## config.mk

```make
export PLATFORM = sky130hd
export DESIGN_NAME = lcd_rst_seq
export DESIGN_NICKNAME = d
export VERILOG_FILES = /design/src/rtl/lcd_rst_seq.sv
export SDC_FILE = /design/constraint.sdc
export NUM_CORES = 1
export LEC_CHECK = 0
export BUFFER_PORTS_ARGS = -buffer_cell sky130_fd_sc_hd__buf_2
export CAP_MARGIN = 20
export CORE_UTILIZATION = 58
export DETAILED_ROUTE_END_ITERATION = 12
export PLACE_DENSITY = 0.81
export SLEW_MARGIN = 10
export SYNTH_ARGS = -nofsm -noshare
export SYNTH_HDL_FRONTEND = slang
export SYNTH_SLANG_ARGS = --single-unit
```

## constraint.sdc

```tcl
create_clock -name clk -period 4.2 [get_ports clk]
set_clock_uncertainty 0.15 [all_clocks]
set_input_delay 0.63 -clock clk [delete_from_list [all_inputs] [get_ports clk]]
set_output_delay 0.63 -clock clk [all_outputs]
set_load 0.005 [all_outputs]
```

## src/rtl/lcd_rst_seq.sv

```systemverilog
module lcd_rst_seq #(
  parameter int REF_MHZ = 200,
  parameter int LEN_W   = 11
) (
  input  logic             clk,
  input  logic             rst_n,
  input  logic             start,
  input  logic [LEN_W-1:0] hi1_len,
  input  logic [LEN_W-1:0] lo_len,
  input  logic [LEN_W-1:0] hi2_len,
  input  logic             hold_en,
  input  logic [LEN_W-1:0] hold_len,
  input  logic             inv_pol,
  output logic             rst_pin,
  output logic             done
);
  localparam int FINE   = 10 * REF_MHZ;
  localparam int COARSE = 100 * REF_MHZ;
  localparam int PW     = $clog2(COARSE);

  localparam logic [2:0] S_IDLE = 3'd0;
  localparam logic [2:0] S_H1   = 3'd1;
  localparam logic [2:0] S_LO   = 3'd2;
  localparam logic [2:0] S_H2   = 3'd3;
  localparam logic [2:0] S_HOLD = 3'd4;
  localparam logic [2:0] S_DONE = 3'd5;

  logic [2:0]             st, nxt;
  logic [PW-1:0]          pre;
  logic [LEN_W-1:0]       ucnt, cur_len;
  logic [3:0][LEN_W-1:0]  lat, eff;
  logic                   fine_ph, unit_end, last;

  assign eff = (st == S_IDLE)
             ? {(hold_en ? hold_len : {LEN_W{1'b0}}), hi2_len, lo_len, hi1_len}
             : lat;

  always_comb begin
    nxt = S_DONE;
    for (int j = 4; j >= 1; j--)
      if (j > int'(st) && eff[j-1] != {LEN_W{1'b0}}) nxt = 3'(j);
  end

  always_comb begin
    case (st)
      S_H1:    cur_len = eff[0];
      S_LO:    cur_len = eff[1];
      S_H2:    cur_len = eff[2];
      S_HOLD:  cur_len = eff[3];
      default: cur_len = '0;
    endcase
  end

  assign fine_ph  = (st == S_H1) || (st == S_LO);
  assign unit_end = fine_ph ? (pre == PW'(FINE - 1)) : (pre == PW'(COARSE - 1));
  assign last     = unit_end && (ucnt == cur_len - 1'b1);

  always_ff @(posedge clk or negedge rst_n) begin
    if (!rst_n) begin
      st   <= S_IDLE;
      pre  <= '0;
      ucnt <= '0;
      lat  <= '0;
    end else begin
      case (st)
        S_IDLE: if (start) begin
          lat  <= eff;
          st   <= nxt;
          pre  <= '0;
          ucnt <= '0;
        end
        S_DONE: st <= S_IDLE;
        default: begin
          if (unit_end) begin
            pre <= '0;
            if (last) begin
              st   <= nxt;
              ucnt <= '0;
            end else begin
              ucnt <= ucnt + 1'b1;
            end
          end else begin
            pre <= pre + 1'b1;
          end
        end
      endcase
    end
  end

  assign rst_pin = (st != S_LO) ^ inv_pol;
  assign done    = (st == S_DONE);
endmodule

```

==> results of run 1 <==
==> per-stage QoR <==
stage,utilization (%),power (mW),setup slack [ns],instance area [µm²],cells
3_5_place_dp,65.2,0.767,0.450,4510,571
3_3_place_gp,65.2,0.765,0.618,4510,571
4_1_cts,68.4,1.38,0.371,4730,587
6_report,68.7,1.37,0.285,4750,588
5_1_grt,68.7,1.41,0.0341,4750,588
2_1_floorplan,-,0.722,1.02,4200,439
==> report_power, final <==
group	leakage, nW	total (mW)	internal, mW	switching [mW]
Sequential	0.954	0.702	0.702	0
Combinational	1.12	0.0506	0.0199	0.0307
Clock	0.113	0.614	0.350	0.264
Total	2.19	1.37	1.07	0.295
==> metal layers <==
layer	global-route usage, %	share of wire [%]	vias up
met5	0	0	-
met4	11.8	2.7	0
met3	5.12	5.6	32
met2	46.9	49	145
met1	36.5	43	1766
li1	-	-	1688
==> synth_stat cells (3+ instances only) <==
cell type,number
ha_1,3
and3_1,4
a22oi_1,5
a21oi_1,9
nand4_1,7
o21ai_0,26
o2bb2ai_1,3
dfrtp_1,73
inv_1,11
a22o_1,6
nand2b_1,4
mux2i_1,7
o41ai_1,3
a221o_1,3
and2_1,4
nor4_1,16
nand3_1,22
clkbuf_1,10
nor3_1,11
o21ai_1,4
xnor2_1,14
mux2_2,35
nor2_1,33
nand2_1,62
a31oi_1,4
nor2b_1,6
xor2_1,13
buf_2,3
==> sequential cells by signal, indices dropped and copies added (netlist names) <==
signal	flops
st	3
lat	44
pre	15
ucnt	11
==> worst reg2reg max path, delay by kind of cell, from the launching register on <==
kind / cells / cell delay, ns
AND/OR/NAND/NOR: 3 / 0.63
buffers and inverters: 2 / 0.17
adder cells (fa/ha/maj): 1 / 0.18
AO/OA/AOI/OAI: 5 / 1.22
multiplexers: 3 / 0.73
flip-flops: 1 / 0.75
==> how the worst max path moves through the flow <==
stage | from | end
floorplan | st[1] | st[0]
global placement | st[2] | ucnt[7]
detailed placement | st[2] | ucnt[7]
CTS | st[2] | ucnt[7]
global route | st[2] | ucnt[7]
finish | st[2] | ucnt[7]
==> cells by family (layout without fill, tap and decap cells) <==
logic type | after synthesis | after routing | synth area share, %
and+or+nand+nor | 184 | 184 | 21.5
DFF | 73 | 73 | 43.5
adders and majority gates | 3 | 3 | 0.894
buffers and inverters | 28 | 81 | 3.13
AOI/OAI and AO/OA | 80 | 80 | 13.6
xor gates and xnor gates | 27 | 27 | 5.63
muxes | 44 | 44 | 11.7
==> layout make-up <==
class / instances / area, µm²
Clock buffer: 11 / 141
Clock inverter: 5 / 78.8
Fill cell: 574 / 2160
Inverter: 11 / 41.3
Multi-Input combinational cell: 338 / 2240
Sequential cell: 73 / 1830
Tap cell: 96 / 120
Timing Repair Buffer: 54 / 293
==> metrics.log, run 1 <==
[metrics] outcome: finished, final reports clean
[metrics] Post-synth EDFFs: 0
[metrics] Yosys cell types: 59
[metrics] slack of the worst reg-to-reg path: 0.29 ns
[metrics] number of buffers inserted by hold repair at cts: 0
[metrics] final worst-path cycle share: 93.2%
[metrics] Gates resized, CTS repair: 0
[metrics] logic depth of the worst path, buffers included: 14
[metrics] clock transition at the register clock pins on the worst setup and hold paths after CTS: 0.08 ns
[metrics] Synth Cell Area: 4200 µm²
[metrics] proportion of register bits with asynchronous set or reset after synthesis: 100%
[metrics] Worst Setup Start Kind: flop
[metrics] library cell occupying the most area in the post-synthesis netlist: dfrtp_1
[metrics] Die Outline Area: 7590 µm²
[metrics] global-route wire length before repair: 16.4 mm
[metrics] cell at the root of the clock tree: clkbuf_8
[metrics] count of standard-cell rows: 30
[metrics] Post-CTS Setup Bufs: 0
[metrics] antenna violations before repair: 0
[metrics] die span in x: 87.1 µm
[metrics] clock period minus worst slack: 3.91 ns
[metrics] commonest non-fill, non-tap cell in the layout: dfrtp_1
[metrics] sum of buffers and inverters on the critical path: 2
[metrics] TritonCTS clock tree: built
[metrics] global-route total usage across every layer: 28.3%
[metrics] Worst Reg2Reg Path Length in Cells: 14
[metrics] RSZ-0062 raised after global routing: no
[metrics] CTS H-tree lvls: 3
[metrics] Post-synth top flop: dfrtp_1
[metrics] family with the most delay on the worst path: compound AO/OA/AOI/OAI gates
[metrics] HPWL reported at the end of detailed placement: 7.21 mm
[metrics] capturing point of the worst reg2reg path: ucnt[7]
[metrics] count of max-cap constraint violations: 0
[metrics] Core Footprint: 6910 µm²
[metrics] share of the synthesized area in the top cell type: 43.5%
[metrics] Port Buffers: 50
[metrics] grt ovf: 0
[metrics] CP cell instances: and3b_1 > a22oi_1 > o21ai_1 > inv_1 > ha_1 > inv_1 > a221o_1 > nor2_1 > nor2_1 > mux2_1 > mux2_2 > a41oi_4 > a21oi_1 > mux2i_1
[metrics] Mean Syn Cell Area: 9.57 µm²
[metrics] io pins: 51
[metrics] net count after synthesis: 491
[metrics] Layout area overhead: 13.0%
[metrics] PwrDens: 288 nW/µm²
[metrics] Hold Crit Class: in2async
[metrics] sequential cell area fraction in the yosys report: 43.5%
[metrics] first-pass iteration count of the detailed router: 8
[metrics] wire length after detailed routing: 10.0 mm
[metrics] RR Startpoint: st[2]
[metrics] number of buffers created by CTS: 9
[metrics] number of vias in the routed layout: 3631
[metrics] Routed wire per std cell: 17.1 µm
[metrics] vias in the first global route: 3420
[metrics] Hold Slack: 0.277 ns
[metrics] Critical Path AT: 4.03 ns
[metrics] top library cells by usage in the layout, fill and taps aside: 73 x dfrtp_1, 61 x nand2_1, 50 x buf_2
[metrics] GP Congestion: 0.954
[metrics] maximum vdd ir drop: 200 µV
[metrics] transition time of the tightest slew-check pin: 0.975 ns
[metrics] Setup crit end kind: flop
[metrics] Num Clock Sinks: 73
[metrics] type of the worst setup path: reg2reg
[metrics] antenna cells: 0
[metrics] maximum number of pins on one net before global-route repair: 56
[metrics] Max-Slew Margin vs Limit: 35.0%
[metrics] main area contributors after synthesis: dfrtp_1 43%, mux2_2 9.4%, nand2_1 5.5%
[metrics] number of instances in the synthesized netlist: 439
[metrics] Fmax achieved: 255 MHz
[metrics] layout net count: 539
[metrics] worst-path maximum fanout: 21
[metrics] critical path data required time: 4.32 ns
[metrics] flip-flop and latch count after synthesis: 73
[metrics] Final Setup Violations: 0
[metrics] delay of the slowest cell on the worst path: 0.75 ns
[metrics] final hold violation count: 0
[metrics] Iter 0 DRT Violations: 260
[metrics] Vias per Instance: 6.18
[metrics] die span in y: 87.1 µm
[metrics] DRC violations left: 0
[metrics] share of layout cells above drive strength 1: 23.4%
[metrics] setup tns final: 0 ns
[metrics] leakage power of the design: 2.19 nW
[metrics] ANT nets after route: 0
[metrics] Syn. warnings: 0
[metrics] initial cell density of the core: 60.8%
[metrics] worst skew pair latency: 0.35 ns
[metrics] Clock Tree Buf Depth: 2
[metrics] highest-delay cell along the critical path: dfrtp_1
[metrics] count of pins over their slew limit: 0
(Power assumes the default switching activity.)
==> run 2, diff against run 1 <==
--- a/config.mk
+++ b/config.mk
@@ -9,5 +9,5 @@
 export CAP_MARGIN = 20
-export CORE_UTILIZATION = 58
+export CORE_UTILIZATION = 60
 export DETAILED_ROUTE_END_ITERATION = 12
-export PLACE_DENSITY = 0.81
+export PLACE_DENSITY = 0.83
 export SLEW_MARGIN = 10
==> constraint.sdc (replaced) <==
create_clock -name clk -period 4.76 [get_ports clk]
set_clock_uncertainty 0.15 [all_clocks]
set_input_delay 0.714 -clock clk [delete_from_list [all_inputs] [get_ports clk]]
set_output_delay 0.714 -clock clk [all_outputs]
set_load 0.01 [all_outputs]
==> run 2 against run 1 <==
  * Cell count down 0.34%
  * Combinational power shrank 13%
  * Critical path depth stayed put
  * Sequential share of layout area fell by 0.11 points
  * Clock-buffer cell count down 1
  * Critical path type unchanged
  * Critical endpoint unchanged
==> metrics.log, run 2 (synthesis results as in run 1) <==
[metrics] Setup crit end kind: flop (unchanged)
[metrics] final hold violation count: 0 (unchanged)
[metrics] number of flip-flops under the largest register name: 44 (unchanged)
[metrics] io pins: 51 (unchanged)
[metrics] Clock Tree Buf Depth: 2 (unchanged)
[metrics] Met2 Routed Length: 4.74 mm (was 4.91 mm)
[metrics] count of max-cap constraint violations: 0 (unchanged)
[metrics] Worst Setup Start Kind: flop (unchanged)
[metrics] first-pass iteration count of the detailed router: 5 (was 8)
[metrics] Die Outline Area: 7340 µm² (was 7590 µm²)
[metrics] number of vias in the routed layout: 3591 (was 3631)
[metrics] outcome: finished, final reports clean (unchanged)
[metrics] DRC violations left: 0 (unchanged)
[metrics] commonest non-fill, non-tap cell in the layout: dfrtp_1 (unchanged)
[metrics] clock period minus worst slack: 3.93 ns (was 3.91 ns)
[metrics] leakage power of the design: 2.19 nW (about the same)
[metrics] die span in y: 85.7 µm (was 87.1 µm)
[metrics] count of pins over their slew limit: 0 (unchanged)
[metrics] count of standard-cell rows: 30 (unchanged)
[metrics] leading registers by flop count: lat x44, pre x15, ucnt x11 (unchanged)
[metrics] antenna violations before repair: 0 (unchanged)
[metrics] slack of the worst reg-to-reg path: 0.83 ns (was 0.29 ns)
[metrics] Iter 0 DRT Violations: 253 (was 260)
[metrics] Fmax achieved: 255 MHz (about the same)
[metrics] worst skew pair latency: 0.35 ns (about the same)
[metrics] detailed-route wire length on metal 1: 4.27 mm (was 4.28 mm)
[metrics] grt ovf: 0 (unchanged)
[metrics] cell at the root of the clock tree: clkbuf_8 (unchanged)
[metrics] Final Setup Violations: 0 (unchanged)
[metrics] die span in x: 85.7 µm (was 87.1 µm)
[metrics] Port Buffers: 50 (unchanged)
[metrics] sum of met3 wire segment lengths after detailed routing: 493 µm (was 558 µm)
[metrics] number of buffers created by CTS: 9 (unchanged)
[metrics] wire length after detailed routing: 9.81 mm (was 10.0 mm)
[metrics] critical path data required time: 4.88 ns (was 4.32 ns)
[metrics] maximum vdd ir drop: 180 µV (was 200 µV)
[metrics] Routed wire per std cell: 16.7 µm (was 17.1 µm)
[metrics] RSZ-0062 raised after global routing: no (unchanged)
[metrics] worst setup slack after placement: 0.899 ns (was 0.450 ns)
[metrics] Layout area overhead: 13.3% (was 13.0%)
[metrics] number of buffers inserted by hold repair at cts: 0 (unchanged)
[metrics] type of the worst setup path: reg2reg (unchanged)
[metrics] maximum number of pins on one net before global-route repair: 56 (unchanged)
[metrics] highest signal layer in the routed design: met4 (unchanged)
[metrics] setup tns final: 0 ns (unchanged)
[metrics] largest register by flop count: lat (unchanged)
[metrics] Core Footprint: 6790 µm² (was 6910 µm²)
[metrics] global-route wire length before repair: 16.5 mm (was 16.4 mm)
[metrics] fillcell total: 506 (was 574)
[metrics] Critical Path AT: 4.04 ns (was 4.03 ns)
[metrics] Hold Crit Class: in2async (unchanged)
[metrics] layout net count: 538 (was 539)
[metrics] share of layout cells above drive strength 1: 23.3% (was 23.4%)
[metrics] transition time of the tightest slew-check pin: 0.763 ns (was 0.975 ns)
[metrics] Num Clock Sinks: 73 (unchanged)
[metrics] Gates resized, CTS repair: 0 (unchanged)
[metrics] capturing point of the worst reg2reg path: ucnt[7] (unchanged)
[metrics] PwrDens: 264 nW/µm² (was 288 nW/µm²)
[metrics] Max-Slew Margin vs Limit: 48.7% (was 35.0%)
[metrics] clock transition at the register clock pins on the worst setup and hold paths after CTS: 0.08 ns (about the same)
[metrics] GP Congestion: 0.963 (was 0.954)
[metrics] top library cells by usage in the layout, fill and taps aside: 73 x dfrtp_1, 61 x nand2_1, 50 x buf_2 (unchanged)
[metrics] CTS H-tree lvls: 3 (unchanged)
[metrics] final worst-path cycle share: 82.5% (was 93.2%)
[metrics] TritonCTS clock tree: built (unchanged)
[metrics] vias in the first global route: 3454 (was 3420)
[metrics] initial cell density of the core: 61.8% (was 60.8%)
[metrics] Worst Reg2Reg Path Length in Cells: 14 (unchanged)
[metrics] Vias per Instance: 6.13 (was 6.18)
[metrics] worst-path maximum fanout: 21 (unchanged)
[metrics] smallest setup slack after layout: 0.834 ns (was 0.285 ns)
[metrics] global-route total usage across every layer: 28.9% (was 28.3%)
[metrics] HPWL reported at the end of detailed placement: 7.28 mm (was 7.21 mm)
[metrics] Post-CTS Setup Bufs: 0 (unchanged)
[metrics] RR Startpoint: st[0] (was st[2])
[metrics] ANT nets after route: 0 (unchanged)
[metrics] antenna cells: 0 (unchanged)
[run 2: changes by cell type in the layout (fill, tap and decap cells not counted)]
| cell | delta |
|---|---|
| clkbuf_1 | -1 |
| clkinv_2 | -1 |
| bufinv_16 | +1 |
| buf_4 | -1 |
[run 2: report_power, final]
group	internal (mW)	switching, mW
clock network	0.360	0.232
logic	0.0175	0.0265
registers	0.620	0
[run 2: layout make-up]
class	count	area (µm²)	share of cell area [%]
Clock buffer	10	138	2.89
Inverter	11	41.3	0.868
Sequential cell	73	1830	38.4
Timing Repair Buffer	53	285	5.99
Tap cell	96	120	2.52
Multi-Input combinational cell	338	2240	47.2
Clock inverter	5	104	2.18
[run 2: worst max-delay path by stage]
stage / depth (start not counted) / from / end
2_1_floorplan: 15 / st[1] / st[0]
3_3_place_gp: 14 / st[0] / ucnt[7]
3_5_place_dp: 14 / st[0] / ucnt[2]
4_1_cts: 14 / st[0] / ucnt[2]
5_1_grt: 14 / st[2] / ucnt[2]
6_report: 14 / st[0] / ucnt[7]
[run 2: layer usage]
metal,up-vias,track usage (%)
li1,1681,-
met1,1744,39.4
met2,135,45.7
met3,31,5.29
met4,0,12.1
met5,-,0
[run 2: worst max-delay path, stage by stage (launching register included)]
cell and delay, ns:
dfrtp_1 0.78, nor3b_2 0.25, a22oi_1 0.25, o21ai_1 0.16, inv_1 0.11, ha_1 0.18
inv_1 0.07, a221o_1 0.27, nor2_1 0.21, nor2_1 0.08, mux2_1 0.30, mux2_2 0.31
a41oi_4 0.43, a21oi_1 0.14, mux2i_1 0.15
[run 2: stage by stage]
stage	power (mW)	hold slack (ns)	area (µm²)	utilization, %	cells
2_1_floorplan	0.638	0.268	4200	-	439
3_3_place_gp	0.676	0.320	4500	66.2	570
3_5_place_dp	0.677	0.320	4500	66.2	570
4_1_cts	1.27	0.294	4740	69.8	585
5_1_grt	1.29	0.356	4760	70.1	586
6_report	1.26	0.273	4760	70.1	586
